File: src/rtl/fence_irq_pkg.sv
package fence_irq_pkg;

  localparam int NUM_SRC  = 3;
  localparam int SRC_ANY  = 0;
  localparam int SRC_PROG = 1;
  localparam int SRC_GOAL = 2;

  localparam int OFS_STATUS = 0;
  localparam int OFS_MASK   = 1;
  localparam int OFS_GOAL   = 2;
  localparam int OFS_LAST   = 3;
  localparam int OFS_CAPS   = 4;

  typedef logic [NUM_SRC-1:0] src_vec_t;

  // Write-one-to-clear, then event sets override.
  function automatic src_vec_t status_next(src_vec_t cur, src_vec_t set_v,
                                           src_vec_t clr_v);
    return (cur & ~clr_v) | set_v;
  endfunction

  function automatic logic irq_level(src_vec_t st, src_vec_t msk);
    return |(st & msk);
  endfunction

endpackage

File: src/rtl/fence_reg_decode.sv
module fence_reg_decode
  import fence_irq_pkg::*;
#(
  parameter int DATA_W  = 32,
  parameter int ADDR_W  = 4,
  parameter bit MASK_EN = 1'b1
) (
  input  logic              bus_wr,
  input  logic [ADDR_W-1:0] bus_addr,
  input  src_vec_t          status_q,
  input  src_vec_t          mask_q,
  input  logic [DATA_W-1:0] goal_q,
  input  logic [DATA_W-1:0] last_q,
  output logic              wr_status,
  output logic              wr_mask,
  output logic              wr_goal,
  output logic [DATA_W-1:0] bus_rdata
);

  localparam int PAD_W = DATA_W - NUM_SRC;

  logic sel_status, sel_mask, sel_goal, sel_last, sel_caps;

  assign sel_status = (bus_addr == ADDR_W'(OFS_STATUS));
  assign sel_mask   = (bus_addr == ADDR_W'(OFS_MASK));
  assign sel_goal   = (bus_addr == ADDR_W'(OFS_GOAL));
  assign sel_last   = (bus_addr == ADDR_W'(OFS_LAST));
  assign sel_caps   = (bus_addr == ADDR_W'(OFS_CAPS));

  assign wr_status = bus_wr & sel_status;
  assign wr_mask   = bus_wr & sel_mask;
  assign wr_goal   = bus_wr & sel_goal;

  always_comb begin
    bus_rdata = '0;
    if (sel_status)    bus_rdata = {{PAD_W{1'b0}}, status_q};
    else if (sel_mask) bus_rdata = {{PAD_W{1'b0}}, mask_q};
    else if (sel_goal) bus_rdata = goal_q;
    else if (sel_last) bus_rdata = last_q;
    else if (sel_caps) bus_rdata = {{(DATA_W-1){1'b0}}, MASK_EN};
  end

endmodule

File: src/rtl/fence_track.sv
module fence_track #(
  parameter int DATA_W = 32
) (
  input  logic              clk,
  input  logic              rst_n,
  input  logic              fence_valid,
  input  logic [DATA_W-1:0] fence_value,
  input  logic              wr_goal,
  input  logic [DATA_W-1:0] goal_wdata,
  input  logic              goal_enable,
  output logic [DATA_W-1:0] last_q,
  output logic [DATA_W-1:0] goal_q,
  output logic              goal_hit
);

  // Compare against the goal held before this edge.
  assign goal_hit = fence_valid & goal_enable & (fence_value == goal_q);

  always_ff @(posedge clk or negedge rst_n) begin
    if (!rst_n) begin
      last_q <= '0;
      goal_q <= '0;
    end else begin
      if (fence_valid) last_q <= fence_value;
      if (wr_goal)     goal_q <= goal_wdata;
    end
  end

endmodule

File: src/rtl/irq_status.sv
module irq_status
  import fence_irq_pkg::*;
#(
  parameter bit MASK_EN = 1'b1
) (
  input  logic     clk,
  input  logic     rst_n,
  input  src_vec_t set_vec,
  input  logic     wr_status,
  input  src_vec_t clr_data,
  input  logic     wr_mask,
  input  src_vec_t mask_data,
  output src_vec_t status_q,
  output src_vec_t mask_q,
  output logic     irq
);

  src_vec_t clr_vec;
  assign clr_vec = wr_status ? clr_data : '0;

  always_ff @(posedge clk or negedge rst_n) begin
    if (!rst_n) status_q <= '0;
    else        status_q <= status_next(status_q, set_vec, clr_vec);
  end

  generate
    if (MASK_EN) begin : g_mask
      always_ff @(posedge clk or negedge rst_n) begin
        if (!rst_n)       mask_q <= '0;
        else if (wr_mask) mask_q <= mask_data;
      end
    end else begin : g_no_mask
      assign mask_q = '0;
    end
  endgenerate

  assign irq = irq_level(status_q, mask_q);

endmodule

File: src/rtl/fence_irq_unit.sv
module fence_irq_unit
  import fence_irq_pkg::*;
#(
  parameter int DATA_W  = 32,
  parameter int ADDR_W  = 4,
  parameter bit MASK_EN = 1'b1
) (
  input  logic              clk,
  input  logic              rst_n,
  input  logic              fence_valid,
  input  logic [DATA_W-1:0] fence_value,
  input  logic              progress_pulse,
  input  logic              bus_wr,
  input  logic [ADDR_W-1:0] bus_addr,
  input  logic [DATA_W-1:0] bus_wdata,
  output logic [DATA_W-1:0] bus_rdata,
  output logic              irq
);

  // Named internal events, visible to the bound checker.
  logic              wr_status, wr_mask, wr_goal;
  logic              goal_hit;
  src_vec_t          set_vec;
  src_vec_t          status_q, mask_q;
  logic [DATA_W-1:0] goal_q, last_q;

  always_comb begin
    set_vec           = '0;
    set_vec[SRC_ANY]  = fence_valid;
    set_vec[SRC_PROG] = progress_pulse;
    set_vec[SRC_GOAL] = goal_hit;
  end

  fence_reg_decode #(.DATA_W(DATA_W), .ADDR_W(ADDR_W), .MASK_EN(MASK_EN)) u_dec (
    .bus_wr    (bus_wr),
    .bus_addr  (bus_addr),
    .status_q  (status_q),
    .mask_q    (mask_q),
    .goal_q    (goal_q),
    .last_q    (last_q),
    .wr_status (wr_status),
    .wr_mask   (wr_mask),
    .wr_goal   (wr_goal),
    .bus_rdata (bus_rdata)
  );

  fence_track #(.DATA_W(DATA_W)) u_fence (
    .clk         (clk),
    .rst_n       (rst_n),
    .fence_valid (fence_valid),
    .fence_value (fence_value),
    .wr_goal     (wr_goal),
    .goal_wdata  (bus_wdata),
    .goal_enable (mask_q[SRC_GOAL]),
    .last_q      (last_q),
    .goal_q      (goal_q),
    .goal_hit    (goal_hit)
  );

  irq_status #(.MASK_EN(MASK_EN)) u_irq (
    .clk       (clk),
    .rst_n     (rst_n),
    .set_vec   (set_vec),
    .wr_status (wr_status),
    .clr_data  (bus_wdata[NUM_SRC-1:0]),
    .wr_mask   (wr_mask),
    .mask_data (bus_wdata[NUM_SRC-1:0]),
    .status_q  (status_q),
    .mask_q    (mask_q),
    .irq       (irq)
  );

endmodule

File: config.mk
export PLATFORM = sky130hd
export DESIGN_NAME = fence_irq_unit
export DESIGN_NICKNAME = d
export VERILOG_FILES = /design/src/rtl/fence_irq_pkg.sv /design/src/rtl/fence_reg_decode.sv /design/src/rtl/fence_track.sv /design/src/rtl/irq_status.sv /design/src/rtl/fence_irq_unit.sv
export SDC_FILE = /design/constraint.sdc
export NUM_CORES = 1
export LEC_CHECK = 0
export CAP_MARGIN = 20
export CORE_MARGIN = 4
export CORE_UTILIZATION = 40
export CTS_CLUSTER_SIZE = 12
export DETAILED_ROUTE_END_ITERATION = 10
export DONT_BUFFER_PORTS = 1
export PLACE_DENSITY = 0.66
export SETUP_SLACK_MARGIN = 0.1
export SLEW_MARGIN = 20
export SYNTH_ARGS = -nofsm -noshare
export SYNTH_HDL_FRONTEND = slang
export SYNTH_SLANG_ARGS = --single-unit
File: constraint.sdc
create_clock -name clk -period 1.26 [get_ports clk]
set_input_delay 0.126 -clock clk [delete_from_list [all_inputs] [get_ports clk]]
set_output_delay 0.126 -clock clk [all_outputs]
set_load 0.01 [all_outputs]
== Word-level counts from Yosys, hierarchy flattened ==
Cells that the tools add are included.

* Register bits: 70
* Input port bits: 73

* Reductions and logical operators: 2
* Eq/ne operators: 5
* Bitwise logic cells: 9
* Multiplexer cells: 6

{| class="wikitable"
|+ Operators by type and width
! cell !! count
|-
| 2-to-1 mux 32 bit || 4
|-
| equality test 32 bit || 1
|-
| equality test 4 x 2 -> 1 bit, second input constant || 2
|-
| bitwise AND 3 bit || 2
|-
| bitwise AND 1 bit || 5
|-
| equality test 4 x 1 -> 1 bit, second input constant || 1
|-
| equality test 4 x 3 -> 1 bit, second input constant || 1
|-
| zero test 4 bit || 1
|-
| 2-to-1 mux 3 bit || 1
|-
| inverter 3 bit || 1
|-
| OR 3 bit || 1
|-
| OR reduction 3 bit || 1
|-
| 2-to-1 mux 1 bit || 1
|}

== Logic depth before layout (Yosys ltp) ==
Gate-level depths: netlist of run 1.

* Word-level depth: 6
* Gate-level depth with buffers: 5
* Mapped depth without buffers: 4

== Cells and area by module ==
A second synthesis of run 1 with hierarchy kept.

* Cells, all modules: 251
* Area, all modules: 3407.0 um^2

{| class="wikitable"
|+ Modules (own cells, without submodules)
! module !! sequential area each (um^2) !! cells an instance !! times used !! area each (um^2)
|-
| fence_track || 1601.5 || 180 || 1 || 2717.6
|-
| fence_reg_decode || 0.0 || 54 || 1 || 457.9
|-
| irq_status || 150.1 || 17 || 1 || 231.5
|}

== Worst setup path before layout of run 1 ==
No wires, ideal clock.

* Kind: flip-flop to flip-flop
* Start: reg u_fence.goal_q[0]
* End: reg u_irq.status_q[2]
* Stages on the path, launching flop included: 4
* Library setup time: 95 ps
* Arrival time: 1306 ps
* Buffers on the path: 0
* Setup slack: -141 ps
* Clock period less this slack: 1401 ps
* Cell sequence: dfrtp_1 a222oi_1 or4b_1 o31ai_1

* Word-level cells in the longest chain between the ends: 3

{| class="wikitable"
|+ Ends and longest elaborated chain
! what !! RTL line !! source
|-
| start, declared || fence_track.sv:12 || <nowiki>output logic [DATA_W-1:0] goal_q,</nowiki>
|-
| start signal, assigned || fence_track.sv:25 || <nowiki>if (wr_goal) goal_q <= goal_wdata;</nowiki>
|-
| equality test 32 bit || fence_track.sv:17 || <nowiki>assign goal_hit = fence_valid & goal_enable & (fence_value == goal_q);</nowiki>
|-
| bitwise AND 1 bit || fence_track.sv:17 ||
|-
| OR 3 bit || fence_irq_pkg.sv:19 || <nowiki>return (cur & ~clr_v) | set_v;</nowiki>
|-
| end signal, assigned || irq_status.sv:23 || <nowiki>else status_q <= status_next(status_q, set_vec, clr_vec);</nowiki>
|-
| end, declared || irq_status.sv:13 || <nowiki>output src_vec_t status_q,</nowiki>
|}

No other way between the ends.
A chain may end at the register's enable or synchronous reset.

== Worst setup path after layout of run 1 ==
* Start: reg u_fence.goal_q[2]
* End: out bus_rdata[2]

* Word-level cells in the longest chain between the ends: 3

{| class="wikitable"
|+ Ends and longest elaborated chain
! what !! RTL line !! source
|-
| 2-to-1 mux 32 bit || fence_reg_decode.sv:38 || <nowiki>else if (sel_goal) bus_rdata = goal_q;</nowiki>
|-
| 2-to-1 mux 32 bit || fence_reg_decode.sv:37 || <nowiki>else if (sel_mask) bus_rdata = {{PAD_W{1'b0}}, mask_q};</nowiki>
|-
| 2-to-1 mux 32 bit || fence_reg_decode.sv:36 || <nowiki>if (sel_status) bus_rdata = {{PAD_W{1'b0}}, status_q};</nowiki>
|-
| end, declared || fence_irq_unit.sv:16 || <nowiki>output logic [DATA_W-1:0] bus_rdata,</nowiki>
|}

No other way between the ends.

==> impl_metrics.env, run 1 <==
export IMPL_die_x_um=101.9
export IMPL_gp_congestion=0.8131
export IMPL_clock_sinks=70
export IMPL_cts_hold_buffers=65
export IMPL_grt_use_total_pct=20.79
export IMPL_yosys_top_cells_area="dfrtp_1 50%, mux2_4 13%, mux2_2 12%"
export IMPL_detail_route_vias_per_cell=5.418
export IMPL_netlist_instances=253
export IMPL_grt_pass1_vias=3015
export IMPL_io_buffer_count=0
export IMPL_place_area_um2=3902
export IMPL_cp_required_ns=1.13
export IMPL_cp_cell_sequence="buf_6, mux4_2, and2_4"
export IMPL_syn_area_um2=3525
export IMPL_cts_htree_levels=3
export IMPL_ys_types=31
export IMPL_synth_edf_count=0
export IMPL_relSlewSlack_pct=79.11
export IMPL_setup_viol=5
export IMPL_drtIter0Drc=70
export IMPL_fin_util_pct=63.38
export IMPL_outcome="complete, but fails checks"
export IMPL_fin_crit_sh_pct=126.9
export IMPL_ir_worst_vdd_v=0.0008188
export IMPL_post_synth_top_area_cell="dfrtp_1"
export IMPL_yosysSeqAreaShare_pct=49.70
export IMPL_violations="hold timing, setup timing"
export IMPL_fin_nets=443
export IMPL_drv_cap=0
export IMPL_routed_wl_mm=10.32
export IMPL_power_density_nw_per_um2=1321
export IMPL_ys_ff_latch=70
export IMPL_antenna_found_initial=1
export IMPL_crit_family="multiplexers"
export IMPL_async_flop_share_pct=100.0
export IMPL_cp_num_buf_inv=1
export IMPL_end_kind="output pin"
export IMPL_dp_hpwl_mm=6.248
export IMPL_hold_path_class="in -> async"
export IMPL_synth_warnings=0
export IMPL_cp_slowest_stage_delay_ns=0.45
export IMPL_core_area_um2=8382
export IMPL_area_delta_synth_final_pct=50.73
export IMPL_grt_pass1_wl_mm=16.21
export IMPL_synth_top_area_share_pct=49.70
export IMPL_critPathLaunchType="flip-flop"
export IMPL_cts_buffer_depth=2
export IMPL_min_period_ns=1.600
export IMPL_avgRoutedWirePerCell_um=21.46
export IMPL_clkLatencyLatePin_ns=0.34
export IMPL_numCtsBuffers=9
export IMPL_cts_tree="yes"
export IMPL_cts_reportedPaths_clkPinSlew_ns=0.08
export IMPL_die_h_um=101.9
export IMPL_critical_path_slowest_cell="mux4_2"
export IMPL_syn_num_nets=326
export IMPL_critPathLaunch="u_fence.goal_q[2]$_DFFE_PN0P_"
export IMPL_synth_commonest_cells="70 x dfrtp_1, 37 x mux2_2, 30 x mux2_4"
export IMPL_ios=106
export IMPL_fill_cells=637
export IMPL_timing_fmax_ghz=0.6252
export IMPL_synth_avg_cell_area_um2=13.93
export IMPL_gr_total_overflow=0
export IMPL_p_leak_nw=2.493
export IMPL_slew_violations=0
export IMPL_vias=2606
export IMPL_hold_violations=103
export IMPL_ant_nets=0
export IMPL_r2r_start="u_fence.goal_q[2]$_DFFE_PN0P_"
export IMPL_path_max_fanout=2
export IMPL_start_util_pct=42.05
export IMPL_yosysMostFrequentCell="dfrtp_1"
export IMPL_skew_ns=0.008440
export IMPL_rsz0062_at_grt="true"
export IMPL_cts_root_buf="clkbuf_8"
export IMPL_row_count=33
export IMPL_synth_ff_type="dfrtp_1"
export IMPL_grt_max_degree=71
export IMPL_fin_area_um2=5313
export IMPL_fin_ws_ns=-0.3395
export IMPL_multi_input_area_um2=1924
export IMPL_arrival_ns=1.47
export IMPL_dr_pass1_iters=6
export IMPL_path_class="reg -> out"
export IMPL_regArea_um2=1752
export IMPL_post_route_drc_count=0
export IMPL_die_area_um2=10380
export IMPL_worst_pin_slew_ns=0.3105
export IMPL_whs_ns=-0.5324
export IMPL_drive_gt1_share_pct=46.67
## stage by stage
| stage | std cells | setup slack [ns] | hold WS [ns] | setup TNS, ns | total power, mW |
|---|---|---|---|---|---|
| 5_1_grt | 481 | -0.3889 | -0.5588 | -1.785 | 7.329 |
| 6_report | 481 | -0.3395 | -0.5324 | -1.250 | 7.020 |
| 4_1_cts | 473 | -0.3273 | -0.5476 | -1.272 | 6.923 |
| 3_5_place_dp | 382 | -0.1662 | -0.1674 | -0.6578 | 4.259 |
| 3_3_place_gp | 382 | -0.1463 | -0.1675 | -0.5432 | 4.215 |
| 2_1_floorplan | 253 | -0.1076 | -0.1696 | -0.1076 | 3.735 |
## power by group
part	internal (mW)	switching, mW
clock	1.22	0.891
combinational	1.37	0.626
sequential	2.61	0.298
## cell type report
| cell class | instances | area share [%] |
|---|---|---|
| antenna | 1 | 0.04710 |
| clock buffer | 11 | 2.850 |
| clock inverter | 5 | 1.531 |
| inverter | 4 | 0.2826 |
| multi-input combinational | 164 | 36.22 |
| sequential | 70 | 32.97 |
| tap | 105 | 2.473 |
| timing repair buffer | 121 | 23.62 |
## worst reg2reg max path, cell delays in order (launching register included)
cell     delay (ns)
dfrtp_1        0.40
buf_4          0.15
xnor2_2        0.14
o21ai_1        0.07
or4b_1         0.49
o31ai_1        0.20
## layer usage
layer | track usage [%] | vias up | share of wire [%] | routed length (µm)
li1 | - | 1173 | - | -
met5 | 0 | - | 0 | 0
met2 | 35.51 | 101 | 51 | 5247
met1 | 25.02 | 1315 | 41 | 4208
met4 | 7.770 | 0 | 1.7 | 178
met3 | 5.939 | 17 | 6.7 | 689
## cells by family after synthesis
logic type | Yosys count | synth area share (%)
AO/OA/AOI/OAI | 38 | 9.017
buffers and inverters | 19 | 2.875
AND/OR/NAND/NOR | 26 | 4.757
flip-flops | 70 | 49.70
multiplexers | 71 | 26.45
XOR/XNOR | 29 | 7.206
## registers in the layout, indices dropped and copies added, names as in the netlist
name,cells
u_fence.goal_q,32
u_irq.mask_q,3
u_irq.status_q,3
u_fence.last_q,32
## layout by cell type (no fill, tap or decap), types with 2 or more instances in the layout
master	count
dfrtp_1	70
dlygate4sd3_1	65
mux2_2	37
buf_6	31
mux2_4	30
xor2_1	27
a22o_4	26
buf_4	20
clkbuf_8	11
nor4_1	5
nand2_1	4
inv_1	4
buf_12	4
a22o_1	3
and3_1	2
a21o_1	2
mux4_2	2
and2_4	2
mux2i_1	2
a222oi_1	2
nand3_1	2
nand4_1	2
bufinv_16	2
## path summary, 6_finish.rpt
| path | end | slack [ns] | cells after the start |
|---|---|---|---|
| worst max-delay path | bus_rdata[2] | -0.34 | 3 |
| min in group clk | u_irq.status_q[0]$_DFF_PN0_ | -0.10 | 1 |
| max in group asynchronous | u_fence.goal_q[2]$_DFFE_PN0P_ | 1.68 | 0 |
| worst max register to register | u_irq.status_q[2]$_DFF_PN0_ | -0.27 | 5 |
| worst min register to register | u_irq.status_q[1]$_DFF_PN0_ | 0.51 | 1 |
| worst min-delay path | u_fence.goal_q[14]$_DFFE_PN0P_ | -0.53 | 0 |
## repair_timing
item,in CTS,in global routing
endpoints found under the hold margin,139,103
cloned,0,1
pin swaps,31,7
buffers inserted,12,9
setup endpoints to repair,34,34
gates resized for setup,61,8
Power figures use the tool's default switching activity.
==> run 2: changes to the inputs <==
- CTS_BUF_LIST: not set -> sky130_fd_sc_hd__clkbuf_16
==> impl_metrics.env, run 2 (synthesis results as in run 1) <==
export IMPL_outcome="complete, but fails checks"
export IMPL_violations="hold timing, setup timing"
export IMPL_timing_fmax_ghz=0.6377
export IMPL_skew_ns=0.004661
export IMPL_die_area_um2=10380
export IMPL_clkLatencyLatePin_ns=0.32
export IMPL_end_kind="output pin"
export IMPL_ios=106
export IMPL_cp_slowest_stage_delay_ns=0.45
export IMPL_hold_violations=103
export IMPL_setup_tns_ns=-1.155
export IMPL_arrival_ns=1.44
export IMPL_diodes=0
export IMPL_power_density_nw_per_um2=1408
export IMPL_cp_num_buf_inv=1
export IMPL_area_delta_synth_final_pct=52.40
export IMPL_whs_ns=-0.5041
export IMPL_fin_nets=441
export IMPL_grt_max_degree=71
export IMPL_grt_use_total_pct=20.66
export IMPL_multi_input_area_um2=1933
export IMPL_min_period_ns=1.568
export IMPL_fin_area_um2=5371
export IMPL_grt_pass1_vias=2992
export IMPL_relSlewSlack_pct=73.32
export IMPL_r2r_start="u_fence.goal_q[2]$_DFFE_PN0P_"
export IMPL_dp_hpwl_mm=6.248
export IMPL_core_area_um2=8382
export IMPL_cts_hold_buffers=65
export IMPL_cp_required_ns=1.13
export IMPL_path_class="reg -> out"
export IMPL_ff2ff_path_depth=5
export IMPL_fin_util_pct=64.08
export IMPL_ant_nets=0
export IMPL_grtUsageMet3_pct=6.280
export IMPL_start_util_pct=42.05
export IMPL_dr_pass1_iters=5
export IMPL_die_x_um=101.9
export IMPL_endpoint="bus_rdata[2]"
export IMPL_cts_buffer_depth=2
export IMPL_fin_crit_sh_pct=124.5
export IMPL_die_h_um=101.9
export IMPL_routed_wl_mm=10.18
export IMPL_worstSetupPathDepth=3
export IMPL_numCtsBuffers=9
export IMPL_detail_route_vias_per_cell=5.349
export IMPL_worst_pin_slew_ns=0.3985
export IMPL_row_count=33
export IMPL_cp_cell_sequence="buf_6, mux4_2, and2_4"
export IMPL_mostFrequentLayoutCells="70 x dfrtp_1, 65 x dlygate4sd3_1, 37 x mux2_2"
export IMPL_grt_pass1_wl_mm=16.20
export IMPL_slew_violations=0
export IMPL_fin_ws_ns=-0.3082
export IMPL_top_usage_layer="met2"
export IMPL_cts_root_buf="clkbuf_16"
export IMPL_cts_reportedPaths_clkPinSlew_ns=0.06
export IMPL_avgRoutedWirePerCell_um=21.29
export IMPL_ir_worst_vdd_v=0.0006940
export IMPL_clock_sinks=70
export IMPL_drv_cap=0
export IMPL_gr_total_overflow=0
export IMPL_path_max_fanout=2
export IMPL_dpl_worst_slack_ns=-0.1662
export IMPL_critical_path_slowest_cell="mux4_2"
export IMPL_vias=2557
export IMPL_rsz0062_at_grt="true"
export IMPL_io_buffer_count=0
export IMPL_place_area_um2=3902
export IMPL_drtIter0Drc=78
export IMPL_gp_congestion=0.8131
export IMPL_fill_cells=630
export IMPL_crit_family="multiplexers"
export IMPL_layout_commonest_cell="dfrtp_1"
export IMPL_use_met2_pct=35.81
export IMPL_setup_viol=5
export IMPL_p_leak_nw=2.519
export IMPL_largestRegisters="u_fence.goal_q x32, u_fence.last_q x32"
export IMPL_critPathLaunchType="flip-flop"
export IMPL_cts_tree="yes"
export IMPL_antenna_found_initial=0
export IMPL_r2r_slack_ns=-0.26
export IMPL_hold_path_class="in -> async"
export IMPL_grtUsageMet1_pct=25.43
export IMPL_regArea_um2=1752
export IMPL_drive_gt1_share_pct=46.11
export IMPL_critPathLaunch="u_fence.goal_q[2]$_DFFE_PN0P_"
export IMPL_reg2reg_to="u_irq.status_q[2]$_DFF_PN0_"
export IMPL_post_route_drc_count=0
export IMPL_cts_htree_levels=3
run 2: worst min-delay path by stage:
stage | endpoint | slack, ns
finish | u_fence.last_q[22]$_DFFE_PN0P_ | -0.50
global route | u_fence.last_q[31]$_DFFE_PN0P_ | -0.53
CTS | u_fence.last_q[16]$_DFFE_PN0P_ | -0.52
detailed placement | u_fence.goal_q[22]$_DFFE_PN0P_ | -0.17
global placement | u_fence.last_q[22]$_DFFE_PN0P_ | -0.17
floorplan | u_fence.goal_q[0]$_DFFE_PN0P_ | -0.17
run 2: metrics by stage:
| stage | std cells | power [mW] |
|---|---|---|
| 3_3_place_gp | 382 | 4.215 |
| 3_5_place_dp | 382 | 4.259 |
| 6_report | 478 | 7.564 |
| 4_1_cts | 470 | 7.486 |
| 5_1_grt | 478 | 7.897 |
| 2_1_floorplan | 253 | 3.735 |
run 2: area by class of cell:
type	instances	share of cell area (%)
sequential	70	32.61
clock inverter	7	1.654
timing repair buffer	119	22.83
tap	105	2.446
clock buffer	9	4.193
multi-input combinational	164	35.99
inverter	4	0.2795
run 2: where the power goes:
part | total [mW] | switching [mW] | leakage, nW | internal, mW
clock network | 2.66 | 0.945 | 0.150 | 1.72
registers | 2.92 | 0.298 | 0.835 | 2.62
logic | 1.98 | 0.623 | 1.53 | 1.36
total | 7.56 | 1.87 | 2.52 | 5.70
run 2: routing by layer:
layer	share of wire, %	vias to the layer above	routed length, µm
li1	-	1163	-
met1	41	1293	4200
met2	51	90	5172
met3	6.7	11	683
met4	1.2	0	120
met5	0	-	0
run 2: timing repair:
item | 4_1_cts | 5_1_grt
endpoints found under the setup margin | 34 | 34
pin swaps | 31 | 7
setup buffers | 13 | 12
gates resized for setup | 63 | 9
hold endpoints to repair | 139 | 103
==> run 3: changes to the inputs <==
- SKIP_LAST_GASP: not set -> 1
- SYNTH_HIERARCHICAL: not set -> 1
==> impl_metrics.env, run 3 <==
export IMPL_ys_types=31
export IMPL_async_flop_share_pct=100.0
export IMPL_clkLatencyLatePin_ns=0.32
export IMPL_ys_ff_latch=70
export IMPL_ir_worst_vdd_v=0.0009143
export IMPL_cts_buffer_depth=2
export IMPL_numCtsBuffers=9
export IMPL_ant_nets=0
export IMPL_start_util_pct=41.26
export IMPL_dp_cells=377
export IMPL_synth_avg_cell_area_um2=13.57
export IMPL_avgRoutedWirePerCell_um=21.71
export IMPL_sw_frac_of_total_pct=25.07
export IMPL_path_class="reg -> reg"
export IMPL_worst_pin_slew_ns=0.3677
export IMPL_rsz0062_at_grt="true"
export IMPL_synth_edf_count=0
export IMPL_path_max_fanout=2
export IMPL_largestRegisters="u_fence/goal_q x32, u_fence/last_q x32"
export IMPL_grt_pass1_wl_mm=16.15
export IMPL_die_x_um=100.3
export IMPL_mostFrequentLayoutCells="70 x dfrtp_1, 65 x dlygate4sd3_1, 34 x mux2_2"
export IMPL_outcome="complete, but fails checks"
export IMPL_whs_ns=-0.5095
export IMPL_grt_use_total_pct=21.12
export IMPL_end_kind="flip-flop"
export IMPL_row_count=33
export IMPL_syn_area_um2=3407
export IMPL_cts_hold_buffers=65
export IMPL_cts_tree="yes"
export IMPL_area_delta_synth_final_pct=55.97
export IMPL_pwr_share_comb_pct=25.5
export IMPL_ios=106
export IMPL_synth_simple_gate_area_share_pct=4.848
export IMPL_synth_compound_area_share_pct=9.328
export IMPL_post_synth_top_area_cell="dfrtp_1"
export IMPL_cts_htree_levels=3
export IMPL_layout_commonest_cell="dfrtp_1"
export IMPL_core_area_um2=8258
export IMPL_critPathLaunch="u_fence/goal_q[8]$_DFFE_PN0P_"
export IMPL_yosysMostFrequentCell="dfrtp_1"
export IMPL_gp_congestion=0.7226
export IMPL_skew_ns=0.006231
export IMPL_power_internal_mw=5.671
export IMPL_cp_required_ns=1.52
export IMPL_synth_top_area_share_pct=51.41
export IMPL_yosysSeqAreaShare_pct=51.41
export IMPL_drive_gt1_share_pct=44.84
export IMPL_grt_max_degree=71
export IMPL_p_leak_nw=2.364
export IMPL_post_route_drc_count=0
export IMPL_synth_commonest_cells="70 x dfrtp_1, 61 x mux2_2, 29 x a22o_1"
export IMPL_r2r_start="u_fence/goal_q[8]$_DFFE_PN0P_"
export IMPL_routed_wl_mm=10.27
export IMPL_pwr_share_clk_pct=35.9
export IMPL_fin_util_pct=64.35
export IMPL_synth_xor_area_share_pct=7.969
export IMPL_stdcell_count=473
export IMPL_antenna_found_initial=0
export IMPL_dp_hpwl_mm=5.854
export IMPL_relSlewSlack_pct=75.26
export IMPL_synth_top_family_by_area="multiplexers"
export IMPL_die_area_um2=10060
export IMPL_arrival_ns=1.92
export IMPL_synth_fa_ha_area_share_pct=0
export IMPL_p_switching_mw=1.897
export IMPL_gr_total_overflow=0
export IMPL_io_buffer_count=0
export IMPL_die_h_um=100.3
export IMPL_fill_cells=612
export IMPL_critPathLaunchType="flip-flop"
export IMPL_yosys_top_cells_area="dfrtp_1 51%, mux2_2 20%, a22o_1 7.5%"
export IMPL_syn_num_nets=324
export IMPL_min_period_ns=1.660
export IMPL_violations="hold timing, setup timing"
export IMPL_hold_violations=102
export IMPL_power_density_nw_per_um2=1424
export IMPL_slew_violations=0
export IMPL_drv_cap=0
export IMPL_synth_warnings=6
export IMPL_setup_viol=5
export IMPL_seq_power_share_pct=38.6
export IMPL_fin_ws_ns=-0.3997
export IMPL_fin_nets=436
export IMPL_diodes=0
export IMPL_hold_path_class="in -> async"
export IMPL_drtIter0Drc=66
export IMPL_timing_fmax_ghz=0.6025
export IMPL_dr_pass1_iters=4
export IMPL_vias=2542
export IMPL_synth_ff_type="dfrtp_1"
export IMPL_detail_route_vias_per_cell=5.374
export IMPL_fin_crit_sh_pct=131.7
export IMPL_grt_pass1_vias=2917
export IMPL_synth_mux_area_fraction_pct=23.80
export IMPL_cts_root_buf="clkbuf_16"
export IMPL_netlist_instances=251
export IMPL_clock_sinks=70
export IMPL_cts_reportedPaths_clkPinSlew_ns=0.06
export IMPL_dpl_worst_slack_ns=-0.4624
[run 3: final cells by class]
class                   instances  area, µm²  area share (%)
multi-input cells             163       1899           35.74
flip-flops and latches         70       1752           32.96
repair buffers                117       1200           22.58
clock buffers                   9      225.2           4.238
well taps                     105      131.4           2.472
clock inverters                 7      98.84           1.860
inverters                       2      7.507          0.1413
[run 3: power by group through the flow]
stage | clock network (mW) | registers [mW] | logic [mW]
after floorplan | 0 | 2.88 | 0.862
after global placement | 0 | 2.88 | 1.32
after detailed placement | 0 | 2.90 | 1.34
after CTS | 2.75 | 2.90 | 1.73
after global routing | 2.88 | 2.96 | 2.06
final | 2.72 | 2.92 | 1.93
[run 3: logic make-up (layout without fill, tap and decap cells)]
logic type / Yosys count / in the layout
buf+inv: 18 / 135
mux: 70 / 70
compound gates: 37 / 37
flops: 70 / 70
simple gates: 25 / 25
xor+xnor: 31 / 31
[run 3: path summary, 6_finish.rpt]
path                                                   to  slack [ns]  cells past startpoint
setup / recovery              u_irq/status_q[2]$_DFF_PN0_       -0.40                      6
hold / removal             u_fence/last_q[20]$_DFFE_PN0P_       -0.51                      0
setup reg to reg              u_irq/status_q[2]$_DFF_PN0_       -0.40                      6
hold reg to reg               u_irq/status_q[0]$_DFF_PN0_        0.50                      1
max in group asynchronous  u_fence/goal_q[31]$_DFFE_PN0P_        1.67                      0
min in group clk              u_irq/status_q[0]$_DFF_PN0_       -0.10                      1
[run 3: per-layer routing]
metal  GRT usage, %  wire, µm
met5              0         0
met4          5.389       147
met3          5.420       686
met2          36.75      5286
met1          26.13      4148
[run 3: worst max-delay path, stage by stage (launching register included)]
cell and delay [ns]:
dfrtp_1 0.40, xor2_1 0.20, nor4_1 0.38, buf_4 0.17, nand4_1 0.14, nor3_4 0.20, a21o_1 0.10
[run 3: what timing repair did]
| action | CTS | global route |
|---|---|---|
| resized for setup | 46 | 24 |
| pin swaps | 11 | 18 |
| endpoints found under the setup margin | 34 | 34 |
| endpoints found under the hold margin | 139 | 103 |
| cloned | 0 | 0 |
| setup buffers | 8 | 20 |
[run 3: per-stage QoR]
| stage | instance area [µm²] | total power [mW] | setup TNS (ns) |
|---|---|---|---|
| 2_1_floorplan | 3592 | 3.745 | -9.556 |
| 3_3_place_gp | 3895 | 4.200 | -0.6525 |
| 3_5_place_dp | 3895 | 4.239 | -0.6146 |
| 4_1_cts | 5130 | 7.387 | -1.322 |
| 5_1_grt | 5314 | 7.898 | -1.536 |
| 6_report | 5314 | 7.568 | -1.287 |
